==> src/rtl/xbus_pkg.sv <==
`timescale 1ns/1ps
// Package: shared types for the asynchronous external memory controller.
// Assumes a 32-bit timing word per region with the field layout below.
package xbus_pkg;

    typedef enum logic [2:0] {
        PH_IDLE   = 3'd0,
        PH_SETUP  = 3'd1,
        PH_STROBE = 3'd2,
        PH_HOLD   = 3'd3,
        PH_DONE   = 3'd4
    } phase_t;

    // Device type codes held in bits 7:4 of a timing word
    localparam logic [3:0] DEV_ROM8    = 4'b0000;
    localparam logic [3:0] DEV_ROM16   = 4'b0001;
    localparam logic [3:0] DEV_ASYNC32 = 4'b0010;
    localparam logic [3:0] DEV_SDRAM   = 4'b0011;
    localparam logic [3:0] DEV_BSRAM   = 4'b0100;

    localparam int SETUP_W  = 4;
    localparam int STROBE_W = 6;
    localparam int HOLD_W   = 3;
    localparam int CNT_W    = STROBE_W;

    typedef struct packed {
        logic [SETUP_W-1:0]  setup;
        logic [STROBE_W-1:0] strobe;
        logic [HOLD_W-1:0]   hold;
    } timing_t;

    // Extract the phase counts for one direction from a timing word
    function automatic timing_t pick_timing(input logic [31:0] w, input logic is_wr);
        timing_t t;
        if (is_wr) begin
            t.setup  = w[31:28];
            t.strobe = w[27:22];
            t.hold   = {w[3], w[21:20]};
        end else begin
            t.setup  = w[19:16];
            t.strobe = w[13:8];
            t.hold   = w[2:0];
        end
        return t;
    endfunction

    function automatic logic [3:0] dev_type(input logic [31:0] w);
        return w[7:4];
    endfunction

endpackage

==> src/rtl/xbus_cfg_bank.sv <==
`timescale 1ns/1ps
// Module: per-region timing word storage.
// One register per region, written through a simple write port.
// Assumes the reader samples words only at access acceptance.
module xbus_cfg_bank #(
    parameter int          NSPACE   = 4,
    parameter int          CW       = 32,
    parameter logic [31:0] RST_WORD = 32'h2111_0322,
    localparam int         SW       = $clog2(NSPACE)
) (
    input  logic                       clk,
    input  logic                       rst_n,
    input  logic                       wr_en,
    input  logic [SW-1:0]              wr_idx,
    input  logic [CW-1:0]              wr_data,
    output logic [NSPACE-1:0][CW-1:0]  words
);

    for (genvar gi = 0; gi < NSPACE; gi++) begin : g_word
        // Hold the timing word of region gi
        always_ff @(posedge clk) begin
            if (!rst_n) begin
                words[gi] <= CW'(RST_WORD);
            end else if (wr_en && (wr_idx == SW'(gi))) begin
                words[gi] <= wr_data;
            end
        end
    end

endmodule

==> src/rtl/xbus_space_dec.sv <==
`timescale 1ns/1ps
// Module: region decoder.
// Maps the top address nibble onto NSPACE consecutive regions starting
// at BASE_NIB. Assumes BASE_NIB + NSPACE does not exceed 16.
module xbus_space_dec #(
    parameter int         NSPACE   = 4,
    parameter logic [3:0] BASE_NIB = 4'h8,
    localparam int        SW       = $clog2(NSPACE)
) (
    input  logic [3:0]        nib,
    output logic              hit,
    output logic [SW-1:0]     idx,
    output logic [NSPACE-1:0] sel
);

    logic [4:0] off;

    // Offset of the nibble from the first region
    always_comb begin
        off = {1'b0, nib} - {1'b0, BASE_NIB};
        hit = (nib >= BASE_NIB) && (off < 5'(NSPACE));
        idx = off[SW-1:0];
    end

    for (genvar gi = 0; gi < NSPACE; gi++) begin : g_sel
        assign sel[gi] = hit && (idx == SW'(gi));
    end

endmodule

==> src/rtl/xbus_phase_seq.sv <==
`timescale 1ns/1ps
// Module: access phase sequencer.
// Latches one accepted request with its timing snapshot, then walks
// SETUP, STROBE, HOLD and DONE, driving the external pins from state.
// Assumes start is raised only while idle is high.
module xbus_phase_seq
    import xbus_pkg::*;
#(
    parameter int NSPACE = 4,
    parameter int EAW    = 20,
    parameter int DW     = 32
) (
    input  logic              clk,
    input  logic              rst_n,
    input  logic              start,
    input  logic              start_bad,
    input  logic              start_wr,
    input  logic [NSPACE-1:0] start_sel,
    input  logic [EAW-1:0]    start_ea,
    input  logic [DW-1:0]     start_wdata,
    input  timing_t           start_tim,
    input  logic [DW-1:0]     ext_din,
    output logic              idle,
    output logic [NSPACE-1:0] ext_ce_n,
    output logic              ext_oe_n,
    output logic              ext_we_n,
    output logic [EAW-1:0]    ext_addr,
    output logic [DW-1:0]     ext_dout,
    output logic              ext_dout_en,
    output logic              rsp_done,
    output logic              rsp_err,
    output logic [DW-1:0]     rsp_rdata
);

    phase_t            ph;
    logic [CNT_W-1:0]  cnt;
    logic              cnt_end;
    timing_t           tim_q;
    logic              wr_q;
    logic              err_q;
    logic [NSPACE-1:0] sel_q;
    logic [EAW-1:0]    ea_q;
    logic [DW-1:0]     wd_q;
    logic [DW-1:0]     rd_q;
    logic              active;

    // Counter preload for a strobe phase; zero is widened to one cycle
    function automatic logic [CNT_W-1:0] strobe_load(input logic [STROBE_W-1:0] s);
        return (s == '0) ? '0 : CNT_W'(s - 1'b1);
    endfunction

    assign cnt_end = (cnt == '0);

    // Latch the request and snapshot its timing at acceptance
    always_ff @(posedge clk) begin
        if (!rst_n) begin
            tim_q <= '0;
            wr_q  <= 1'b0;
            sel_q <= '0;
            ea_q  <= '0;
            wd_q  <= '0;
        end else if (start) begin
            tim_q <= start_tim;
            wr_q  <= start_wr;
            sel_q <= start_sel;
            ea_q  <= start_ea;
            wd_q  <= start_wdata;
        end
    end

    // Walk the access phases and count cycles within each
    always_ff @(posedge clk) begin
        if (!rst_n) begin
            ph    <= PH_IDLE;
            cnt   <= '0;
            err_q <= 1'b0;
        end else begin
            case (ph)
                PH_IDLE: begin
                    if (start) begin
                        err_q <= start_bad;
                        if (start_bad) begin
                            ph <= PH_DONE;
                        end else if (start_tim.setup != '0) begin
                            ph  <= PH_SETUP;
                            cnt <= CNT_W'(start_tim.setup - 1'b1);
                        end else begin
                            ph  <= PH_STROBE;
                            cnt <= strobe_load(start_tim.strobe);
                        end
                    end
                end
                PH_SETUP: begin
                    if (cnt_end) begin
                        ph  <= PH_STROBE;
                        cnt <= strobe_load(tim_q.strobe);
                    end else begin
                        cnt <= cnt - 1'b1;
                    end
                end
                PH_STROBE: begin
                    if (cnt_end) begin
                        if (tim_q.hold != '0) begin
                            ph  <= PH_HOLD;
                            cnt <= CNT_W'(tim_q.hold - 1'b1);
                        end else begin
                            ph <= PH_DONE;
                        end
                    end else begin
                        cnt <= cnt - 1'b1;
                    end
                end
                PH_HOLD: begin
                    if (cnt_end) begin
                        ph <= PH_DONE;
                    end else begin
                        cnt <= cnt - 1'b1;
                    end
                end
                PH_DONE: ph <= PH_IDLE;
                default: ph <= PH_IDLE;
            endcase
        end
    end

    // Capture the external bus at the end of the last read strobe cycle
    always_ff @(posedge clk) begin
        if (!rst_n) begin
            rd_q <= '0;
        end else if ((ph == PH_STROBE) && cnt_end && !wr_q) begin
            rd_q <= ext_din;
        end
    end

    // Decode the external pins and the response from the phase
    always_comb begin
        active      = (ph == PH_SETUP) || (ph == PH_STROBE) || (ph == PH_HOLD);
        idle        = (ph == PH_IDLE);
        ext_ce_n    = active ? ~sel_q : '1;
        ext_oe_n    = !((ph == PH_STROBE) && !wr_q);
        ext_we_n    = !((ph == PH_STROBE) && wr_q);
        ext_addr    = ea_q;
        ext_dout    = wd_q;
        ext_dout_en = active && wr_q;
        rsp_done    = (ph == PH_DONE);
        rsp_err     = (ph == PH_DONE) && err_q;
        rsp_rdata   = rd_q;
    end


    ce_onehot_chk: assert property (@(posedge clk) disable iff (!rst_n)
        $onehot0(~ext_ce_n));


    strobe_excl_chk: assert property (@(posedge clk) disable iff (!rst_n)
        !(!ext_oe_n && !ext_we_n));


    we_needs_ce_chk: assert property (@(posedge clk) disable iff (!rst_n)
        !ext_we_n |-> (ext_ce_n != '1));


    addr_hold_chk: assert property (@(posedge clk) disable iff (!rst_n)
        (active && $past(active)) |-> $stable(ext_addr));


    done_pulse_chk: assert property (@(posedge clk) disable iff (!rst_n)
        rsp_done |=> !rsp_done);


    bad_fast_chk: assert property (@(posedge clk) disable iff (!rst_n)
        (start && start_bad) |=> (rsp_done && rsp_err && (ext_ce_n == '1)));


    snap_frozen_chk: assert property (@(posedge clk) disable iff (!rst_n)
        (!idle && !$past(idle)) |-> $stable(tim_q));

endmodule

==> src/rtl/async_xmem_ctrl.sv <==
`timescale 1ns/1ps
// Module: asynchronous external memory controller, top level.
// Decodes the region, checks the device type, selects read or write
// timing from the region's word and hands the access to the sequencer.
// Assumes one outstanding request; requests are taken only when idle.
module async_xmem_ctrl
    import xbus_pkg::*;
#(
    parameter int          AW       = 32,
    parameter int          DW       = 32,
    parameter int          EAW      = 20,
    parameter int          NSPACE   = 4,
    parameter logic [3:0]  BASE_NIB = 4'h8,
    parameter logic [31:0] RST_WORD = 32'h2111_0322,
    localparam int         SW       = $clog2(NSPACE)
) (
    input  logic              clk,
    input  logic              rst_n,
    input  logic              cfg_we,
    input  logic [SW-1:0]     cfg_idx,
    input  logic [31:0]       cfg_wdata,
    input  logic              req_valid,
    input  logic              req_write,
    input  logic [AW-1:0]     req_addr,
    input  logic [DW-1:0]     req_wdata,
    output logic              req_ready,
    output logic              rsp_done,
    output logic              rsp_err,
    output logic [DW-1:0]     rsp_rdata,
    output logic [NSPACE-1:0] ext_ce_n,
    output logic              ext_oe_n,
    output logic              ext_we_n,
    output logic [EAW-1:0]    ext_addr,
    output logic [DW-1:0]     ext_dout,
    output logic              ext_dout_en,
    input  logic [DW-1:0]     ext_din
);

    logic [NSPACE-1:0][31:0] words;
    logic                    dec_hit;
    logic [SW-1:0]           dec_idx;
    logic [NSPACE-1:0]       dec_sel;
    logic [31:0]             sel_word;
    logic                    type_ok;
    logic                    start;
    logic                    start_bad;
    timing_t                 start_tim;
    logic                    unused_addr;

    xbus_cfg_bank #(
        .NSPACE   (NSPACE),
        .CW       (32),
        .RST_WORD (RST_WORD)
    ) u_cfg (
        .clk     (clk),
        .rst_n   (rst_n),
        .wr_en   (cfg_we),
        .wr_idx  (cfg_idx),
        .wr_data (cfg_wdata),
        .words   (words)
    );

    xbus_space_dec #(
        .NSPACE   (NSPACE),
        .BASE_NIB (BASE_NIB)
    ) u_dec (
        .nib (req_addr[AW-1 -: 4]),
        .hit (dec_hit),
        .idx (dec_idx),
        .sel (dec_sel)
    );

    // Select the region word and qualify the request
    always_comb begin
        sel_word  = words[dec_idx];
        type_ok   = (dev_type(sel_word) == DEV_ASYNC32);
        start     = req_valid && req_ready;
        start_bad = !dec_hit || !type_ok;
        start_tim = pick_timing(sel_word, req_write);
    end

    assign unused_addr = ^{req_addr[AW-5:EAW+2], req_addr[1:0]};

    xbus_phase_seq #(
        .NSPACE (NSPACE),
        .EAW    (EAW),
        .DW     (DW)
    ) u_seq (
        .clk         (clk),
        .rst_n       (rst_n),
        .start       (start),
        .start_bad   (start_bad),
        .start_wr    (req_write),
        .start_sel   (dec_sel),
        .start_ea    (req_addr[EAW+1:2]),
        .start_wdata (req_wdata),
        .start_tim   (start_tim),
        .ext_din     (ext_din),
        .idle        (req_ready),
        .ext_ce_n    (ext_ce_n),
        .ext_oe_n    (ext_oe_n),
        .ext_we_n    (ext_we_n),
        .ext_addr    (ext_addr),
        .ext_dout    (ext_dout),
        .ext_dout_en (ext_dout_en),
        .rsp_done    (rsp_done),
        .rsp_err     (rsp_err),
        .rsp_rdata   (rsp_rdata)
    );


    type_reject_chk: assert property (@(posedge clk) disable iff (!rst_n)
        (req_valid && req_ready && dec_hit && !type_ok) |=> (rsp_done && rsp_err));

endmodule

==> config.mk <==
export PLATFORM = sky130hd
export DESIGN_NAME = async_xmem_ctrl
export DESIGN_NICKNAME = d
export VERILOG_FILES = /design/src/rtl/xbus_pkg.sv /design/src/rtl/xbus_cfg_bank.sv /design/src/rtl/xbus_space_dec.sv /design/src/rtl/xbus_phase_seq.sv /design/src/rtl/async_xmem_ctrl.sv
export SDC_FILE = /design/constraint.sdc
export NUM_CORES = 1
export LEC_CHECK = 0
export BUFFER_PORTS_ARGS = -buffer_cell sky130_fd_sc_hd__buf_2
export CAP_MARGIN = 20
export CORE_MARGIN = 4
export CORE_UTILIZATION = 38
export CTS_BUF_LIST = sky130_fd_sc_hd__clkbuf_8
export CTS_CLUSTER_SIZE = 12
export DETAILED_ROUTE_END_ITERATION = 6
export GPL_TIMING_DRIVEN = 0
export PLACE_DENSITY_LB_ADDON = 0.3
export REMOVE_ABC_BUFFERS = 1
export SLEW_MARGIN = 20
export SYNTH_ARGS = -nofsm -noshare
export SYNTH_HDL_FRONTEND = slang
export SYNTH_HIERARCHICAL = 1
export SYNTH_SLANG_ARGS = --single-unit
==> constraint.sdc <==
create_clock -name clk -period 9.2 [get_ports clk]
set_clock_uncertainty 0.2 [all_clocks]
set_input_delay 1.84 -clock clk [delete_from_list [all_inputs] [get_ports clk]]
set_output_delay 1.84 -clock clk [all_outputs]
set_load 0.005 [all_outputs]
==> metrics <==
hold path start u_seq/rsp_rdata[15]; RSZ-0062 raised after global routing no; Die H 174 um; max frequency approximately 0.19 GHz; Post-Synthesis Cells 1,030; R2R Path Start u_seq/ph[2]; Setup TNS 0 ns; # clock sinks ~230; Clock Tree Root clkbuf_8; Startpoint Class input port; first-pass GRT wire length just over 40 mm; Worst R2R Path Depth 8; Remaining Overflow, GRT 0; Die Area around 0.030 sq mm; largest net degree at the start of global routing between 100 and 150; yosys warns 6; post-CTS resize count 0; IO buf count approximately 220; CTS tree built; status completed; Clock Tree Buf Depth 3; Ant. Diodes 0; DP HPWL about 17 mm; CP arrival approximately 5.5 ns; Period minus WS final about 5.2 ns; antenna violations before repair 0; top cell family by delay on the critical path multiplexers; Vias per Instance approximately 5; Worst Path Required ~9.5 ns; setup bufs post-CTS 0; # rows 60; IO Count approximately 230; Routed wire per std cell about 16 um; fraction of layout cells with a size suffix above 1 0.246; Core Area 0.0270 sq mm; via count just under 8,000; cell count of the worst hold path 2; P per Cell Area approximately 180 mW/mm^2; reg2reg setup slack roughly 5.7 ns; actual slew at the worst max-slew pin between 0.9 and 1 ns; Hold Path Class register to register; Slowest-stage cell, CP nor3b_1; Max Cap Viol 0; cell area after synthesis roughly 0.010 sq mm; slew margin rel. 0.384; Final Util 0.463; maximum fanout along the worst path 31; Worst Path Buf+Inv 2; Post-CTS Hold Fix Bufs 0; Fill cells between 2,000 and 3,000; cts bufs inserted 40; Post-Syn Area per Cell 10.2 sq um; fin nets around 1,400; CTS H-tree depth 2; CP peak stage delay 0.77 ns; Worst VDD drop about 120 uV; Tcrit/Tclk final 0.566; Die Span X ~170 um; Setup Viol. Count Final 0; DR pass1 iterations 4; WL final approximately 25 mm; max-slew violation count 0; Tot GR Track Use 0.158; Initial Util 0.387; critical path endpoint category register; Leak Pwr ~5.7 nW; Worst-Skew Late Latency approximately 0.53 ns; final routed DRC violation total 0; Hold Violations, Final 0; global placer's final weighted congestion around 0.8; initial drt markers between 400 and 500; worst r2r dst u_seq/cnt[0]; clock transition at the registers of the reported paths around 0.060 ns; kind of critical path input port to register; vias in the first global route between 7,000 and 8,000; cell chain of the critical path buf_2, mux4_1, mux2_2, inv_1, ha_1, nor3b_1, o221ai_1, o22a_1, nand2_1, o221a_2; hold endpoint u_seq/rsp_rdata[15]; area grow syn2layout 19.8%; Antenna Nets Post-Route 0
[routing by layer]
layer / vias to the layer above / global-route usage / wire, um
li1: 3942 / - / -
met1: 3663 / 0.211 / 11600
met2: 229 / 0.258 / 11300
met3: 41 / 0.0355 / 1470
met4: 0 / 0.0442 / 462
met5: - / 0 / 0
[registers in the layout, indices dropped and copies added (netlist names)]
register         cells
u_seq/cnt            6
u_seq/err_q          1
u_seq/ph             3
u_seq/ext_dout      32
u_seq/tim_q          9
u_seq/rsp_rdata     32
u_seq/sel_q          4
u_seq/ext_addr      20
u_seq/wr_q           1
u_cfg/words        120
[tightest hold or removal path: cells and delay by family (launching register included)]
family,cells,cell delay [ns]
compound gates,1,0.05
flops,1,0.30
simple gates,1,0.05
[power by group]
part	switching (mW)	internal, mW
sequential	0.0280	1.03
clock	0.402	0.497
combinational	0.170	0.152
total	0.600	1.68
[final cells by class]
| cell class | instances | area, sq um | share of cell area |
|---|---|---|---|
| inverter | 14 | 52.6 | 0.00420 |
| timing repair buffer | 228 | 1240 | 0.0992 |
| clock buffer | 48 | 661 | 0.0527 |
| sequential | 228 | 4560 | 0.364 |
| tap | 341 | 427 | 0.0341 |
| clock inverter | 18 | 103 | 0.00819 |
| multi-input combinational | 713 | 5480 | 0.437 |
[worst max path at each step]
stage / startpoint / end / slack, ns / cells after the start
3_3_place_gp: req_valid / u_seq/cnt[0] / 2.39 / 7
5_1_grt: req_addr[28] / u_seq/cnt[3] / 3.85 / 10
3_5_place_dp: req_addr[28] / u_seq/cnt[3] / 3.48 / 10
6_report: req_addr[28] / u_seq/cnt[3] / 4.00 / 10
4_1_cts: req_addr[28] / u_seq/cnt[3] / 4.05 / 10
2_1_floorplan: req_valid / u_seq/cnt[0] / 3.77 / 6
[layout by cell type (no fill, tap or decap), types with 3 or more instances in the layout]
| cell | count |
|---|---|
| mux2i_1 | 188 |
| dfxtp_1 | 228 |
| a21boi_1 | 7 |
| nand2b_1 | 11 |
| nor3b_1 | 4 |
| clkbuf_8 | 48 |
| a21oi_1 | 3 |
| o21ai_0 | 14 |
| ha_1 | 9 |
| nor2_1 | 18 |
| o31ai_1 | 3 |
| nand2_1 | 191 |
| a211o_1 | 3 |
| mux4_1 | 27 |
| a21boi_0 | 26 |
| a31oi_1 | 6 |
| inv_1 | 29 |
| nor4b_1 | 5 |
| or3_1 | 5 |
| xnor2_1 | 6 |
| nor3_1 | 9 |
| buf_2 | 217 |
| mux2_2 | 14 |
| buf_6 | 5 |
| nand3b_1 | 3 |
| nor2b_1 | 112 |
| nand3_1 | 7 |
[metrics by stage]
step | instance area, sq um | cells | hold slack, ns | setup slack, ns | total power, mW
after floorplan | 10100 | 955 | 0.230 | 3.77 | 1.28
after global placement | 11600 | 1514 | 0.239 | 2.39 | 1.41
after detailed placement | 11800 | 1524 | 0.244 | 3.48 | 1.41
after CTS | 12500 | 1590 | 0.252 | 4.05 | 2.33
after global routing | 12500 | 1590 | 0.263 | 3.85 | 2.40
final | 12500 | 1590 | 0.249 | 4.00 | 2.28
(Power assumes the default switching activity.)
